==> src/rtl/bpr_pkg.sv <==
package bpr_pkg;
  localparam int OFF_W  = 12;
  localparam int DATA_W = 32;
  localparam int BP_W   = 3;
  localparam int PMR_W  = 8;

  localparam logic [OFF_W-1:0] OFF_PMR  = 12'h004;
  localparam logic [OFF_W-1:0] OFF_BP   = 12'h008;
  localparam logic [OFF_W-1:0] OFF_ABP  = 12'h01C;
  localparam logic [OFF_W-1:0] OFF_APR0 = 12'h0D0;

  localparam logic [BP_W-1:0] PRI_FLOOR = 3'd0;
  localparam logic [BP_W-1:0] ALI_FLOOR = 3'd1;

  typedef enum logic [2:0] {
    TGT_NONE,
    TGT_PMR,
    TGT_BP_PRI,
    TGT_BP_ALI,
    TGT_APR
  } tgt_e;

  // Keep the low binary-point bits and raise them to the copy's floor.
  function automatic logic [BP_W-1:0] clamp_bp(input logic [DATA_W-1:0] wd,
                                               input logic [BP_W-1:0] floor_v);
    logic [BP_W-1:0] v;
    v = wd[BP_W-1:0];
    return (v < floor_v) ? floor_v : v;
  endfunction

  // Alias offset is hidden without grouping or for banked non-secure access.
  function automatic logic alias_hidden(input logic grouping,
                                        input logic sec_ext,
                                        input logic secure);
    return !grouping || (sec_ext && !secure);
  endfunction
endpackage

==> src/rtl/bp_decode.sv <==
module bp_decode
  import bpr_pkg::*;
#(
  parameter int NUM_APR = 4,
  localparam int APR_IW = (NUM_APR > 1) ? $clog2(NUM_APR) : 1
) (
  input  logic [OFF_W-1:0]  addr,
  input  logic              secure,
  input  logic              sec_ext,
  input  logic              grouping,
  output tgt_e              tgt,
  output logic [APR_IW-1:0] apr_idx
);
  localparam logic [OFF_W-1:0] APR_END = OFF_APR0 + OFF_W'(4 * NUM_APR);

  logic             in_apr;
  logic [OFF_W-1:0] apr_off;

  assign apr_off = addr - OFF_APR0;
  assign in_apr  = (addr >= OFF_APR0) && (addr < APR_END) && (addr[1:0] == 2'b00);
  assign apr_idx = apr_off[2 +: APR_IW];

  always_comb begin
    tgt = TGT_NONE;
    if (addr == OFF_PMR) begin
      tgt = TGT_PMR;
    end else if (addr == OFF_BP) begin
      tgt = (sec_ext && !secure) ? TGT_BP_ALI : TGT_BP_PRI;
    end else if (addr == OFF_ABP) begin
      tgt = alias_hidden(grouping, sec_ext, secure) ? TGT_NONE : TGT_BP_ALI;
    end else if (in_apr) begin
      tgt = TGT_APR;
    end
  end
endmodule

==> src/rtl/bp_cpu_bank.sv <==
module bp_cpu_bank
  import bpr_pkg::*;
#(
  parameter int NUM_APR = 4,
  localparam int APR_IW = (NUM_APR > 1) ? $clog2(NUM_APR) : 1
) (
  input  logic                      clk,
  input  logic                      rst_n,
  input  logic                      we,
  input  tgt_e                      tgt,
  input  logic [APR_IW-1:0]         apr_idx,
  input  logic [DATA_W-1:0]         wdata,
  output logic [PMR_W-1:0]          pmr_q,
  output logic [BP_W-1:0]           bp_pri_q,
  output logic [BP_W-1:0]           bp_ali_q,
  output logic [NUM_APR*DATA_W-1:0] apr_q
);
  always_ff @(posedge clk or negedge rst_n) begin
    if (!rst_n) begin
      pmr_q    <= '0;
      bp_pri_q <= PRI_FLOOR;
      bp_ali_q <= ALI_FLOOR;
    end else if (we) begin
      if (tgt == TGT_PMR)    pmr_q    <= wdata[PMR_W-1:0];
      if (tgt == TGT_BP_PRI) bp_pri_q <= clamp_bp(wdata, PRI_FLOOR);
      if (tgt == TGT_BP_ALI) bp_ali_q <= clamp_bp(wdata, ALI_FLOOR);
    end
  end

  for (genvar w = 0; w < NUM_APR; w++) begin : g_apr
    logic hit;
    assign hit = we && (tgt == TGT_APR) && (apr_idx == APR_IW'(w));
    always_ff @(posedge clk or negedge rst_n) begin
      if (!rst_n)   apr_q[w*DATA_W +: DATA_W] <= '0;
      else if (hit) apr_q[w*DATA_W +: DATA_W] <= wdata;
    end
  end
endmodule

==> src/rtl/bp_read_mux.sv <==
module bp_read_mux
  import bpr_pkg::*;
#(
  parameter int NUM_APR = 4,
  localparam int APR_IW = (NUM_APR > 1) ? $clog2(NUM_APR) : 1
) (
  input  tgt_e                      tgt,
  input  logic [APR_IW-1:0]         apr_idx,
  input  logic [PMR_W-1:0]          pmr,
  input  logic [BP_W-1:0]           bp_pri,
  input  logic [BP_W-1:0]           bp_ali,
  input  logic [NUM_APR*DATA_W-1:0] apr,
  output logic [DATA_W-1:0]         rword
);
  always_comb begin
    rword = '0;
    case (tgt)
      TGT_PMR:    rword = DATA_W'(pmr);
      TGT_BP_PRI: rword = DATA_W'(bp_pri);
      TGT_BP_ALI: rword = DATA_W'(bp_ali);
      TGT_APR:    rword = apr[apr_idx*DATA_W +: DATA_W];
      default:    rword = '0;
    endcase
  end
endmodule

==> src/rtl/bp_bank_regs.sv <==
module bp_bank_regs
  import bpr_pkg::*;
#(
  parameter int NUM_CPU = 4,
  parameter int NUM_APR = 4,
  parameter int REV_W   = 2,
  localparam int CPU_W  = (NUM_CPU > 1) ? $clog2(NUM_CPU) : 1,
  localparam int APR_IW = (NUM_APR > 1) ? $clog2(NUM_APR) : 1
) (
  input  logic              clk,
  input  logic              rst_n,
  input  logic              cfg_sec_ext,
  input  logic [REV_W-1:0]  cfg_rev,
  input  logic              rd_en,
  input  logic              wr_en,
  input  logic [OFF_W-1:0]  addr,
  input  logic [CPU_W-1:0]  cpu_idx,
  input  logic              acc_secure,
  input  logic [DATA_W-1:0] wdata,
  output logic [DATA_W-1:0] rdata
);
  logic              grouping;
  tgt_e              tgt;
  logic [APR_IW-1:0] apr_idx;
  logic              cpu_ok;

  // Named events for the checker
  logic wr_applied;
  logic wr_ignored;

  logic [PMR_W-1:0]          pmr_a    [NUM_CPU];
  logic [BP_W-1:0]           bp_pri_a [NUM_CPU];
  logic [BP_W-1:0]           bp_ali_a [NUM_CPU];
  logic [NUM_APR*DATA_W-1:0] apr_a    [NUM_CPU];

  logic [NUM_CPU*PMR_W-1:0]          pmr_vec;
  logic [NUM_CPU*BP_W-1:0]           bp_pri_vec;
  logic [NUM_CPU*BP_W-1:0]           bp_ali_vec;
  logic [NUM_CPU*NUM_APR*DATA_W-1:0] apr_vec;

  logic [DATA_W-1:0] rword;

  assign grouping   = (cfg_rev >= REV_W'(2));
  assign cpu_ok     = (32'(cpu_idx) < NUM_CPU);
  assign wr_applied = wr_en && cpu_ok && (tgt != TGT_NONE);
  assign wr_ignored = wr_en && !wr_applied;

  bp_decode #(.NUM_APR(NUM_APR)) u_dec (
    .addr     (addr),
    .secure   (acc_secure),
    .sec_ext  (cfg_sec_ext),
    .grouping (grouping),
    .tgt      (tgt),
    .apr_idx  (apr_idx)
  );

  for (genvar c = 0; c < NUM_CPU; c++) begin : g_cpu
    logic we_c;
    assign we_c = wr_applied && (cpu_idx == CPU_W'(c));

    bp_cpu_bank #(.NUM_APR(NUM_APR)) u_bank (
      .clk      (clk),
      .rst_n    (rst_n),
      .we       (we_c),
      .tgt      (tgt),
      .apr_idx  (apr_idx),
      .wdata    (wdata),
      .pmr_q    (pmr_a[c]),
      .bp_pri_q (bp_pri_a[c]),
      .bp_ali_q (bp_ali_a[c]),
      .apr_q    (apr_a[c])
    );

    assign pmr_vec[c*PMR_W +: PMR_W]                      = pmr_a[c];
    assign bp_pri_vec[c*BP_W +: BP_W]                     = bp_pri_a[c];
    assign bp_ali_vec[c*BP_W +: BP_W]                     = bp_ali_a[c];
    assign apr_vec[c*NUM_APR*DATA_W +: NUM_APR*DATA_W]    = apr_a[c];
  end

  logic [PMR_W-1:0]          sel_pmr;
  logic [BP_W-1:0]           sel_pri;
  logic [BP_W-1:0]           sel_ali;
  logic [NUM_APR*DATA_W-1:0] sel_apr;
  tgt_e                      rd_tgt;

  always_comb begin
    sel_pmr = '0;
    sel_pri = '0;
    sel_ali = '0;
    sel_apr = '0;
    for (int c = 0; c < NUM_CPU; c++) begin
      if (cpu_idx == CPU_W'(c)) begin
        sel_pmr = pmr_a[c];
        sel_pri = bp_pri_a[c];
        sel_ali = bp_ali_a[c];
        sel_apr = apr_a[c];
      end
    end
  end

  assign rd_tgt = cpu_ok ? tgt : TGT_NONE;

  bp_read_mux #(.NUM_APR(NUM_APR)) u_rmux (
    .tgt     (rd_tgt),
    .apr_idx (apr_idx),
    .pmr     (sel_pmr),
    .bp_pri  (sel_pri),
    .bp_ali  (sel_ali),
    .apr     (sel_apr),
    .rword   (rword)
  );

  always_ff @(posedge clk or negedge rst_n) begin
    if (!rst_n)     rdata <= '0;
    else if (rd_en) rdata <= rword;
  end
endmodule

==> config.mk <==
export PLATFORM = sky130hd
export DESIGN_NAME = bp_bank_regs
export DESIGN_NICKNAME = d
export VERILOG_FILES = /design/src/rtl/bpr_pkg.sv /design/src/rtl/bp_decode.sv /design/src/rtl/bp_cpu_bank.sv /design/src/rtl/bp_read_mux.sv /design/src/rtl/bp_bank_regs.sv
export SDC_FILE = /design/constraint.sdc
export NUM_CORES = 1
export LEC_CHECK = 0
export BUFFER_PORTS_ARGS = -buffer_cell sky130_fd_sc_hd__buf_4
export CAP_MARGIN = 0
export CORE_MARGIN = 10
export CORE_UTILIZATION = 42
export DETAILED_ROUTE_END_ITERATION = 16
export PLACE_DENSITY = 0.63
export SETUP_SLACK_MARGIN = 0.05
export SLEW_MARGIN = 20
export SYNTH_ARGS = -nofsm -noshare
export SYNTH_HDL_FRONTEND = slang
export SYNTH_HIERARCHICAL = 1
export SYNTH_SLANG_ARGS = --single-unit
export TNS_END_PERCENT = 20
==> constraint.sdc <==
create_clock -name clk -period 3.25 [get_ports clk]
set_input_delay 0.325 -clock clk [delete_from_list [all_inputs] [get_ports clk]]
set_output_delay 0.325 -clock clk [all_outputs]
set_load 0.1 [all_outputs]
==> summary by stage, run 1 <==
STA
The post-route worst setup slack is 0.6478 ns. The final number of max-transition violations came to 0. After routing, the total negative slack on setup checks comes to 0 ns. Derived from the worst setup path, the maximum achievable clock frequency is 384.3 MHz.

The final period utilization is 80.07%. The setup violation total in the final timing report is 0. The transition time of the tightest slew-check pin is 0.9178 ns. In this run the tightest slew margin relative to its limit is 38.81%. Between clock sinks in the finished design, the worst skew comes to 0.01456 ns.

The final number of hold-violating endpoints came to 0. Setup repair after global routing left no endpoint under its margin. The time the worst path needs with I/O delays and setup is 2.602 ns. The worst slack on hold paths is 0.1114 ns.

Floorplan
The number of cell rows is 94. The horizontal die dimension is 278.1 um. The I/O pin total is 86.

From bottom edge to top edge, the die measures 278.1 um. The core area is 65860 um^2. The die footprint is 77320 um^2. The starting density of the core is 42.47%.

Yosys
The largest total area in the synthesized netlist belongs to sky130_fd_sc_hd__dfrtp_1. The number of synthesized register bits is 600. Summing every instance area after synthesis gives 27970 um^2. The number of different library cells used by synthesis comes to 42. Synthesis produced 1596 cells. Sorting the synthesized cells by area gives the leading types as sky130_fd_sc_hd__dfrtp_1, sky130_fd_sc_hd__mux2_2, sky130_fd_sc_hd__mux4_2, sky130_fd_sc_hd__mux2_4, sky130_fd_sc_hd__buf_12.

The number of warning messages in the yosys log is 6. Of all flip-flops after synthesis, the portion carrying an async set or reset was 100.0%. The number of nets in the synthesized netlist is 1650.

The sequential share of the synthesized area is 53.69%. Among all flip-flop cells after synthesis, the most frequent one is sky130_fd_sc_hd__dfrtp_1. The top cell type by area accounts for 53.32% of the synthesized area. A synthesized cell averages 17.53 um^2.

The number of enable-type register cells in the synthesized netlist is 0.

Worst setup path
In this run the worst path has a maximum fanout of 9. The worst endpoint data arrival time is 3.07 ns. STA classifies the critical path startpoint as a primary input. Data on the critical path is required at its endpoint by 3.71 ns. The category of the worst setup path capture point is a flip-flop.

The type of the worst setup path is primary input to flip-flop.

Pwr
The maximum vdd ir drop is 0.0002781 V. The total power density per cell area is 483.3 nW/um^2. In this run the static leakage power is 15.39 nW.

Placed design
The port buffer count is 84. Detailed placement finished with a half-perimeter wire length of 37.91 mm. Routability-driven placement finished with a final weighted congestion of 0.7513. Prior to clock tree synthesis, the placed netlist has a worst setup slack of 0.08198 ns.

Clocking
TritonCTS built the clock tree. The tree is rooted in a sky130_fd_sc_hd__clkbuf_16. The TritonCTS sink count is 600. The number of buffers inserted to repair setup after CTS is 0. The clock slew seen by the registers of the worst setup and hold paths is 0.06 ns. The clock latency of the later-clocked register in the worst-skew pair is 0.58 ns. Buffers inserted to repair hold after CTS numbered 1.

The maximum level of the CTS H-tree is 3. The number of instances resized during post-cts repair is 0. The clock passes through at most 3 buffers. TritonCTS created 66 clock buffers.

Final layout
The net count of the finished layout is 1768. After filler insertion, the fill cell instance count of the layout stands at 5557. The library cell used most frequently in the layout, excluding fill and tap cells, is sky130_fd_sc_hd__dfrtp_1. The post-route netlist has 59.68% of its cells at a drive strength greater than 1.

In the layout the commonest cells are sky130_fd_sc_hd__dfrtp_1, sky130_fd_sc_hd__mux2_2, sky130_fd_sc_hd__mux4_2. Compared with the post-synthesis result, the final layout area differs by 13.80%.

Drt
After detailed routing, the average wire length per cell comes to 24.40 um. After detailed routing, the number of vias per cell comes to 5.588. The count of antenna-violating nets left after detailed routing is 0. The final wirelength is 64.08 mm. The violation count after the first detailed-route iteration is 797. For this run, the detailed router's first-pass iteration total came to 4. The routed layout has 14.67k vias. The total DRC errors in the routed layout is 0.

Global route
The number of global-route vias before repair is 16.22k. The number of antenna violations at the first check in global routing came to 2. Entering global routing, the biggest net connects 84 pins.

The wire length of the first global-routing pass is 100.7 mm. Summed over all layers, the global routing overflow is 0. The global-route usage over all layers is 16.63%.

Run status
The flow ran to the end, and the final reports show no timing, DRC or antenna violations.

Flow run
The reported max-cap violation count is 0.

Min path
The class of the tightest hold or removal check is primary input to flip-flop.
-- cell usage after synthesis, types with 5 or more instances --
master,n
sky130_fd_sc_hd__nor2_1,15
sky130_fd_sc_hd__buf_2,33
sky130_fd_sc_hd__clkbuf_1,9
sky130_fd_sc_hd__nand3b_2,8
sky130_fd_sc_hd__mux2_4,120
sky130_fd_sc_hd__buf_12,13
sky130_fd_sc_hd__clkbuf_8,12
sky130_fd_sc_hd__dfrtp_1,596
sky130_fd_sc_hd__buf_4,19
sky130_fd_sc_hd__and2_1,24
sky130_fd_sc_hd__buf_6,18
sky130_fd_sc_hd__nand4b_1,6
sky130_fd_sc_hd__a22o_1,5
sky130_fd_sc_hd__nor4bb_1,6
sky130_fd_sc_hd__mux2_2,474
sky130_fd_sc_hd__mux4_2,172
sky130_fd_sc_hd__nand2_1,10
-- cells by family (layout without fill, tap and decap cells) --
| group | count (synthesis) | in the layout | synth area share (%) |
|---|---|---|---|
| buf+inv | 108 | 273 | 3.525 |
| simple gates | 94 | 94 | 2.509 |
| compound gates | 21 | 21 | 0.5233 |
| flops | 600 | 600 | 53.69 |
| other cells | 0 | 1 | 0 |
| mux | 773 | 773 | 39.75 |
-- through the flow --
step	utilization, %	total power, W	instances	cell area (um^2)
after floorplan	-	0.007840	1596	27980
after global placement	45.11	0.008219	2509	29710
after detailed placement	45.11	0.008231	2509	29710
after CTS	48.33	0.01562	2625	31830
after global routing	48.33	0.01599	2626	31830
final	48.33	0.01539	2626	31830
-- flip-flops by register name, summed over array words and instances (netlist names) --
signal                 count
g_cpu.u_bank/bp_pri_q     12
g_cpu.u_bank/pmr_q        32
g_cpu.u_bank/bp_ali_q     12
g_cpu.u_bank/apr_q       512
rdata                     32
-- report_power, final --
part | switching (W) | total, W | internal (W)
Sequential | 0.0000000241 | 0.00747 | 0.00747
Combinational | 0.000415 | 0.000603 | 0.000189
Clock | 0.00294 | 0.00731 | 0.00437
Total | 0.00335 | 0.0154 | 0.0120
-- cell type report --
cell class / instances / area [um^2] / area share (%)
multi-input combinational: 888 / 12020 / 37.76
sequential: 600 / 15020 / 47.18
timing repair buffer: 157 / 1600 / 5.027
antenna: 1 / 2.502 / 0.007861
clock buffer: 97 / 1902 / 5.975
clock inverter: 18 / 203.9 / 0.6407
tap: 864 / 1081 / 3.396
inverter: 1 / 3.754 / 0.01179
-- final timing paths --
check	depth (start not counted)	end	slack (ns)	startpoint
worst max-delay path	10	g_cpu[0].u_bank/apr_q[107]	0.65	cfg_sec_ext
worst min-delay path	2	g_cpu[3].u_bank/apr_q[106]	0.11	wdata[10]
worst max register to register	4	rdata[6]	1.14	g_cpu[3].u_bank/apr_q[102]
worst min register to register	2	g_cpu[2].u_bank/bp_ali_q[0]	0.48	g_cpu[2].u_bank/bp_ali_q[0]
max in group asynchronous	3	g_cpu[1].u_bank/bp_ali_q[0]	1.97	rst_n
min in group asynchronous	2	rdata[18]	0.39	rst_n
-- critical path, stage by stage --
cell and delay (ns):
sky130_fd_sc_hd__buf_4 0.11, sky130_fd_sc_hd__nor2b_1 0.13, sky130_fd_sc_hd__or4_1 0.54, sky130_fd_sc_hd__a211oi_4 0.24, sky130_fd_sc_hd__nor3_1 0.14, sky130_fd_sc_hd__nor4b_1 0.39
sky130_fd_sc_hd__and4bb_4 0.35, sky130_fd_sc_hd__and3_4 0.24, sky130_fd_sc_hd__buf_4 0.25, sky130_fd_sc_hd__mux2_4 0.32
-- layer usage --
metal | vias up | routed length, um | track usage [%]
li1 | 6309 | - | -
met2 | 192 | 32480 | 28.27
met5 | - | 13 | 0
met3 | 67 | 2154 | 2.604
met1 | 8103 | 28300 | 21.93
met4 | 2 | 1123 | 4.325
Note: power is estimated with default switching activity, not from simulation.
==> inputs of run 2 (changes only) <==
Settings changed: PLACE_DENSITY 0.63 to 0.65.
Clock period 3.25 ns to 2.3 ns, I/O delays scaled along.
==> summary by stage, run 2 (synthesis gave the netlist of run 1 again) <==
Clocking
The maximum level of the CTS H-tree came to 3 (unchanged). The total clock buffers created by CTS is 66 (unchanged). The TritonCTS sink count is 600 (unchanged).

The clock slew seen by the registers of the worst setup and hold paths was 0.06 ns (about the same). The clock latency of the later-clocked register in the worst-skew pair is 0.61 ns (was 0.58 ns). The master cell of the clock root buffer is sky130_fd_sc_hd__clkbuf_16 (unchanged).

The TritonCTS clock tree is done (unchanged). The worst-case clock buffer depth is 3 (unchanged).

Min path
The class of the tightest hold or removal check is primary input to flip-flop (unchanged). The count of cells along the worst hold path is 2 (unchanged). The end point of the worst hold path is g_cpu[1].u_bank/apr_q[125] (was g_cpu[3].u_bank/apr_q[106]). The critical hold path startpoint is wdata[29] (was wdata[10]).

Final layout
The fraction of final layout cells with drive strength greater than 1 is 61.23% (was 59.68%). The area growth from synthesis to final layout came to 18.08% (was 13.80%). The most common cell after layout, fill and taps aside is sky130_fd_sc_hd__dfrtp_1 (unchanged).

Largest registers ranked by flip-flop count: g_cpu.u_bank/apr_q: 512 flops, g_cpu.u_bank/pmr_q: 32 flops, rdata: 32 flops (unchanged). The number of nets in the layout came to 1843 (was 1768). The count of antenna diodes in the layout was 0 (was 1). The register ranked first by flip-flop count is g_cpu.u_bank/apr_q (unchanged). Most frequent cells in the layout: sky130_fd_sc_hd__dfrtp_1, sky130_fd_sc_hd__mux2_2, sky130_fd_sc_hd__mux4_2 (unchanged). The number of flip-flops under the largest register name is 512 (unchanged). The number of cells in the finished layout apart from fillers is 2703 (was 2626).

Worst setup path
The endpoint of the most critical register-to-register path is rdata[6] (unchanged). The depth of the worst register-to-register path is 4 (unchanged). The slack of the worst reg-to-reg path came to 0.21 ns (was 1.14 ns). The cell with the largest stage delay on the worst path was sky130_fd_sc_hd__or4_4 (was sky130_fd_sc_hd__or4_1). Worst-path cell chain: buf_6 -> nand4b_1 -> or4_4 -> a211oi_4 -> nor3_4 -> nor4b_2 -> and4bb_4 -> and3_4 -> buf_12 -> buf_12 -> mux2_4 (was buf_4 -> nor2b_1 -> or4_1 -> a211oi_4 -> nor3_1 -> nor4b_1 -> and4bb_4 -> and3_4 -> buf_4 -> mux2_4). The required arrival time at the worst endpoint is 2.79 ns (was 3.71 ns). The highest net fanout along the worst path came to 8 (was 9). The type of the worst setup path is primary input to flip-flop (unchanged). The most frequent cell on the critical path is sky130_fd_sc_hd__buf_12 (was sky130_fd_sc_hd__buf_4).

The worst endpoint data arrival time came to 2.79 ns (was 3.07 ns). The launching point of the worst reg2reg path is g_cpu[3].u_bank/apr_q[102] (unchanged). The category of the worst setup path capture point is a flip-flop (unchanged). The startpoint type of the worst setup path is a primary input (unchanged).

The delay of the slowest cell on the worst path is 0.45 ns (was 0.54 ns).

Pwr
The total leakage power was 15.97 nW (was 15.39 nW). The net switching component of the power came to 0.004912 W (was 0.003352 W). The register share of total power was 47.1% (was 48.6%).

The clock power share is 48.7% (was 47.5%). The post-layout total power came to 0.02243 W (was 0.01539 W). The maximum vdd ir drop was 0.0005103 V (was 0.0002781 V). The total power density per cell area came to 679.1 nW/um^2 (was 483.3 nW/um^2).

The relative contribution of combinational cells to total power was 4.3% (was 3.9%). The cell-internal power came to 0.01752 W (was 0.01203 W). The switching fraction of total power is 21.90% (was 21.78%).

STA
The setup violation total in the final timing report is 4 (was 0). The worst path uses 100.2% of the clock period. The transition time of the tightest slew-check pin came to 1.036 ns (was 0.9178 ns). The final number of hold-violating endpoints was 0 (unchanged). The post-route worst setup slack is -0.005175 ns (was 0.6478 ns).

The worst clock skew on the final layout is 0.03253 ns (was 0.01456 ns). The final number of max-transition violations is 0 (unchanged). The time the worst path needs with I/O delays and setup is 2.305 ns. The worst slew slack as a fraction of its limit is 30.96% (was 38.81%). Setup repair after global routing missed its margin: true (was false). The upper clock frequency limit is 433.8 MHz. The sum of negative setup slack is -0.01051 ns (was 0 ns). The worst slack on hold paths came to 0.03841 ns (was 0.1114 ns).

Global route
The wire length of the first global-routing pass came to 102.9 mm (was 100.7 mm). The maximum number of pins on one net before global-route repair was 84 (unchanged). The global route total overflow came to 0 (unchanged). The number of antenna violations at the first check in global routing is 0 (was 2). The number of global-route vias before repair is 16.96k (was 16.22k). The global-route usage over all layers was 16.79% (was 16.63%).

Floorplan
The I/O pin total was 86 (unchanged). The horizontal die dimension came to 278.1 um (unchanged). The starting density of the core was 42.47% (unchanged). The vertical die dimension is 278.1 um (unchanged).

The number of cell rows came to 94 (unchanged). The die footprint is 77320 um^2 (unchanged). The core area is 65860 um^2 (unchanged).

Drt
The detailed-route via count was 15.07k (was 14.67k). The post-detailed-route via-to-cell ratio is 5.574 (was 5.588). The final wirelength was 65.19 mm (was 64.08 mm). The length of the first detailed-routing pass in iterations is 6 (was 4). The count of antenna-violating nets left after detailed routing is 0 (unchanged). The total DRC errors in the routed layout was 0 (unchanged). The violation count after the first detailed-route iteration was 840 (was 797). The per-cell routed wire length is 24.12 um (was 24.40 um).

Run status
Run status: finished with violations (was finished clean). The checks that failed: negative setup slack.

Flow run
The reported max-cap violation count came to 0 (unchanged).

Placed design
The half-perimeter wire length of the detailed placement result is 40.32 mm (was 37.91 mm). The final weighted congestion of routability-driven global placement is 0.7402 (was 0.7513). The number of instances in the placed design was 2554 (was 2509).

The port buffer count came to 84 (unchanged).
==> run 2: changes by cell type in the layout (fill, tap and decap cells not counted), moves of 3 or more <==
cell	previous run	this run
sky130_fd_sc_hd__mux2_4	120	126
sky130_fd_sc_hd__buf_6	1	12
sky130_fd_sc_hd__dlygate4sd3_1	1	21
sky130_fd_sc_hd__clkinv_2	10	7
sky130_fd_sc_hd__buf_12	32	48
sky130_fd_sc_hd__clkbuf_1	21	14
sky130_fd_sc_hd__nor4bb_4	0	3
sky130_fd_sc_hd__clkinv_8	0	3
sky130_fd_sc_hd__buf_4	121	146
sky130_fd_sc_hd__clkbuf_8	7	19
sky130_fd_sc_hd__mux2_2	474	468
==> run 2: worst max path at each step <==
stage	startpoint	endpoint	slack, ns
finish	addr[5]	g_cpu[0].u_bank/apr_q[112]	-0.005
floorplan	addr[5]	g_cpu[2].u_bank/apr_q[100]	-0.66
global placement	addr[5]	g_cpu[2].u_bank/apr_q[127]	-0.67
global route	addr[5]	g_cpu[0].u_bank/apr_q[112]	-0.06
detailed placement	addr[5]	g_cpu[2].u_bank/apr_q[127]	-0.70
CTS	addr[5]	g_cpu[2].u_bank/apr_q[52]	-0.01
==> run 2: what timing repair did <==
item	4_1_cts	5_1_grt
resized for setup	14	15
cloned	2	3
buffers inserted	7	0
hold buffers	21	0
pin swaps	5	2
hold endpoints to repair	336	0
setup endpoints to repair	277	374
==> run 2: worst max-delay path: cells and delay by family <==
kind	cells	cell delay, ns
buffers and inverters	3	0.36
and+or+nand+nor	6	1.58
AOI/OAI and AO/OA	1	0.30
muxes	1	0.30
==> run 2: final cells by class <==
class / instances / area (um^2)
fill: 5402 / 32830
sequential: 600 / 15020
multi-input combinational: 888 / 12150
timing repair buffer: 232 / 2510
clock buffer: 101 / 2016
tap: 864 / 1081
clock inverter: 17 / 251.5
inverter: 1 / 3.754
==> run 2: metal layers <==
layer	up-vias	wire length [um]	share of wire, %	track usage (%)
met3	77	1933	3.0	2.370
met5	-	0	0	0
met1	8323	29090	45	22.33
met4	0	1058	1.6	4.602
li1	6472	-	-	-
met2	194	33110	51	28.41
==> run 2: through the flow <==
step | worst slack (ns) | cell area [um^2] | utilization, %
floorplan | -0.6619 | 28040 | -
detailed placement | -0.7025 | 30250 | 45.93
global route | -0.06410 | 33030 | 50.15
finish | -0.005175 | 33030 | 50.15
CTS | -0.009561 | 32940 | 50.01
global placement | -0.6681 | 30250 | 45.93
==> run 2: power by group through the flow <==
stage / Combinational (W) / Clock, W / Sequential (W)
after global placement: 0.000925 / 0 / 0.0107
after CTS: 0.000987 / 0.0112 / 0.0106
final: 0.000959 / 0.0109 / 0.0106
after global routing: 0.00106 / 0.0116 / 0.0105
after detailed placement: 0.000950 / 0 / 0.0107
after floorplan: 0.000328 / 0 / 0.0108
==> inputs of run 3 (changes only) <==
Settings changed: RECOVER_POWER from default to 100.
==> summary by stage, run 3 (synthesis gave the netlist of run 1 again) <==
Drt
The length of routed met2 wiring came to 33.22 mm (was 33.11 mm). The length of the first detailed-routing pass in iterations is 6 (unchanged). The wire length on met3 is 1.975 mm (was 1.933 mm). The per-cell routed wire length came to 24.08 um (was 24.12 um). The length of routed wiring on met1 is 28.88 mm (was 29.09 mm). The count of antenna-violating nets left after detailed routing is 0 (unchanged). The post-detailed-route via-to-cell ratio is 5.590 (was 5.574). The final wirelength is 65.10 mm (was 65.19 mm).

The detailed-route via count was 15.11k (was 15.07k). The violation count after the first detailed-route iteration is 836 (was 840). The uppermost layer routed is met4 (unchanged). The total DRC errors in the routed layout is 0 (unchanged).

Final layout
Largest registers ranked by flip-flop count: g_cpu.u_bank/apr_q: 512 flops, g_cpu.u_bank/pmr_q: 32 flops, rdata: 32 flops (unchanged). Most frequent cells in the layout: sky130_fd_sc_hd__dfrtp_1, sky130_fd_sc_hd__mux2_2, sky130_fd_sc_hd__mux4_2 (unchanged). The area growth from synthesis to final layout is 17.03% (was 18.08%). The number of nets in the layout is 1843 (unchanged).

The register ranked first by flip-flop count is g_cpu.u_bank/apr_q (unchanged). The fraction of final layout cells with drive strength greater than 1 is 60.36% (was 61.23%). The count of antenna diodes in the layout is 0 (unchanged). The total of fill cells in the finished design is 5463 (was 5402).

The most common cell after layout, fill and taps aside is sky130_fd_sc_hd__dfrtp_1 (unchanged). The footprint of the flip-flops and latches is 15020 um^2 (unchanged). The number of flip-flops under the largest register name is 512 (unchanged).

The multi-input combinational cell area was 12100 um^2 (was 12150 um^2).

STA
The transition time of the tightest slew-check pin is 1.681 ns (was 1.036 ns). The final period utilization came to 101.8% (was 100.2%). The final number of hold-violating endpoints is 0 (unchanged). The setup violation total in the final timing report was 34 (was 4). The final number of max-transition violations is 55 (was 0). The post-route worst setup slack is -0.04152 ns (was -0.005175 ns). The time the worst path needs with I/O delays and setup is 2.342 ns (was 2.305 ns). The sum of negative setup slack is -0.4369 ns (was -0.01051 ns). Setup repair after global routing missed its margin: true (unchanged).

The upper clock frequency limit was 427.1 MHz (was 433.8 MHz). The worst slew slack as a fraction of its limit was -12.04% (was 30.96%). The worst clock skew on the final layout is 0.03228 ns (was 0.03253 ns).

Pwr
The maximum vdd ir drop came to 0.0005094 V (was 0.0005103 V). The total power density per cell area was 684.7 nW/um^2 (was 679.1 nW/um^2). The total leakage power is 15.88 nW (was 15.97 nW).

Worst setup path
The end point of the critical path is g_cpu[3].u_bank/apr_q[7] (was g_cpu[0].u_bank/apr_q[112]). The origin of the worst setup path is addr[5] (unchanged). The endpoint of the most critical register-to-register path is rdata[6] (unchanged).

The category of the worst setup path capture point is a flip-flop (unchanged). The slack of the worst reg-to-reg path was 0.21 ns (about the same). The type of the worst setup path is primary input to flip-flop (unchanged). The delay of the slowest cell on the worst path was 0.45 ns (about the same).

The most frequent cell on the critical path is sky130_fd_sc_hd__clkbuf_4 (was sky130_fd_sc_hd__buf_12). The cell with the largest stage delay on the worst path is sky130_fd_sc_hd__or4_4 (unchanged). The worst endpoint data arrival time is 2.82 ns (was 2.79 ns). The depth of the worst register-to-register path is 4 (unchanged). The highest net fanout along the worst path is 9 (was 8). The launching point of the worst reg2reg path is g_cpu[3].u_bank/apr_q[102] (unchanged).

The required arrival time at the worst endpoint was 2.78 ns (was 2.79 ns). Worst-path cell chain: buf_6 -> nand4b_1 -> or4_4 -> a211oi_4 -> nor3_4 -> nor3b_2 -> and4bb_1 -> clkbuf_4 -> nand2_2 -> clkbuf_4 -> mux2_2 (was buf_6 -> nand4b_1 -> or4_4 -> a211oi_4 -> nor3_4 -> nor4b_2 -> and4bb_4 -> and3_4 -> buf_12 -> buf_12 -> mux2_4). The startpoint type of the worst setup path is a primary input (unchanged).

Run status
Violated checks: max-capacitance violations, max-slew violations, negative setup slack (was negative setup slack). Run status: finished with violations (unchanged).

Placed design
The port buffer count came to 84 (unchanged). The worst slack after detailed placement is -0.7025 ns (unchanged). The final weighted congestion of routability-driven global placement is 0.7402 (unchanged). The half-perimeter wire length of the detailed placement result is 40.32 mm (unchanged).

Global route
The maximum number of pins on one net before global-route repair came to 84 (unchanged). The wire length of the first global-routing pass is 102.9 mm (unchanged). The global-route usage over all layers is 16.79% (unchanged). The global route total overflow is 0 (unchanged). The number of global-route vias before repair came to 16.96k (unchanged).

The number of antenna violations at the first check in global routing is 0 (unchanged).

Clocking
The total clock buffers created by CTS is 66 (unchanged). The worst-case clock buffer depth came to 3 (unchanged). The clock slew seen by the registers of the worst setup and hold paths came to 0.06 ns (about the same). The maximum level of the CTS H-tree was 3 (unchanged).

The TritonCTS sink count was 600 (unchanged). The master cell of the clock root buffer was sky130_fd_sc_hd__clkbuf_16 (unchanged). The clock latency of the later-clocked register in the worst-skew pair is 0.61 ns (about the same). The TritonCTS clock tree is done (unchanged).

Floorplan
The I/O pin total was 86 (unchanged). The core area is 65860 um^2 (unchanged). The number of cell rows is 94 (unchanged). The vertical die dimension is 278.1 um (unchanged). The starting density of the core is 42.47% (unchanged).

The horizontal die dimension is 278.1 um (unchanged). The die footprint was 77320 um^2 (unchanged).

Flow run
The reported max-cap violation count is 1 (was 0).

Min path
The class of the tightest hold or removal check was primary input to flip-flop (unchanged).
## run 3: cell count changes in the layout (fill, tap and decap cells not counted), moves of 8 or more
cell | previous run | this run
sky130_fd_sc_hd__and2_0 | 0 | 10
sky130_fd_sc_hd__and2_1 | 24 | 14
sky130_fd_sc_hd__buf_12 | 48 | 36
sky130_fd_sc_hd__buf_4 | 146 | 84
sky130_fd_sc_hd__buf_6 | 12 | 20
sky130_fd_sc_hd__clkbuf_2 | 0 | 42
sky130_fd_sc_hd__clkbuf_4 | 0 | 17
## run 3: worst min path at each step
| stage | startpoint | slack, ns | end | depth (start not counted) |
|---|---|---|---|---|
| 2_1_floorplan | rst_n | -0.07 | g_cpu[0].u_bank/apr_q[0] | 0 |
| 3_3_place_gp | rst_n | 0.21 | g_cpu[2].u_bank/apr_q[26] | 1 |
| 3_5_place_dp | rst_n | 0.21 | g_cpu[2].u_bank/apr_q[26] | 1 |
| 4_1_cts | wdata[24] | 0.0006 | g_cpu[3].u_bank/apr_q[120] | 2 |
| 5_1_grt | wdata[29] | 0.03 | g_cpu[1].u_bank/apr_q[125] | 2 |
| 6_report | wdata[30] | 0.04 | g_cpu[2].u_bank/apr_q[30] | 2 |
## run 3: layout make-up
type / count / share of cell area [%]
Clock inverter: 17 / 0.7682
Multi-Input combinational cell: 888 / 36.97
Timing Repair Buffer: 232 / 6.906
Inverter: 1 / 0.01147
Tap cell: 864 / 3.302
Clock buffer: 101 / 6.157
Sequential cell: 600 / 45.88
## run 3: stage by stage
stage	cell area (um^2)	instances	power, W	hold WS [ns]	util, %
2_1_floorplan	28040	1596	0.01108	-0.06559	-
3_3_place_gp	30250	2554	0.01167	0.2071	45.93
3_5_place_dp	30250	2554	0.01170	0.2145	45.93
4_1_cts	32940	2702	0.02274	0.0005956	50.01
5_1_grt	32740	2703	0.02322	0.02756	49.70
6_report	32740	2703	0.02241	0.03572	49.70
## run 3: power by group
| part | internal (W) | leakage, nW | switching, W |
|---|---|---|---|
| clock | 0.00662 | 1.12 | 0.00429 |
| sequential | 0.0106 | 8.37 | 0.0000000308 |
| combinational | 0.000324 | 6.39 | 0.000620 |
## run 3: repair_timing
item                       in CTS  in global routing
pin swaps                       5                  2
buffers inserted                7                  0
resized for setup              14                 15
setup endpoints to repair     277                374
gates cloned                    2                  3
hold endpoints to repair      336                  0
hold buffers                   21                  0
## run 3: metal layers
layer / global-route usage [%] / vias up
met3: 2.370 / 73
li1: - / 6461
met4: 4.602 / 0
met5: 0 / -
met2: 28.41 / 206
met1: 22.33 / 8371
## run 3: critical path, delay by kind of cell
| kind | cells | cell delay [ns] |
|---|---|---|
| simple gates | 6 | 1.43 |
| buf+inv | 3 | 0.53 |
| mux | 1 | 0.31 |
| compound gates | 1 | 0.30 |
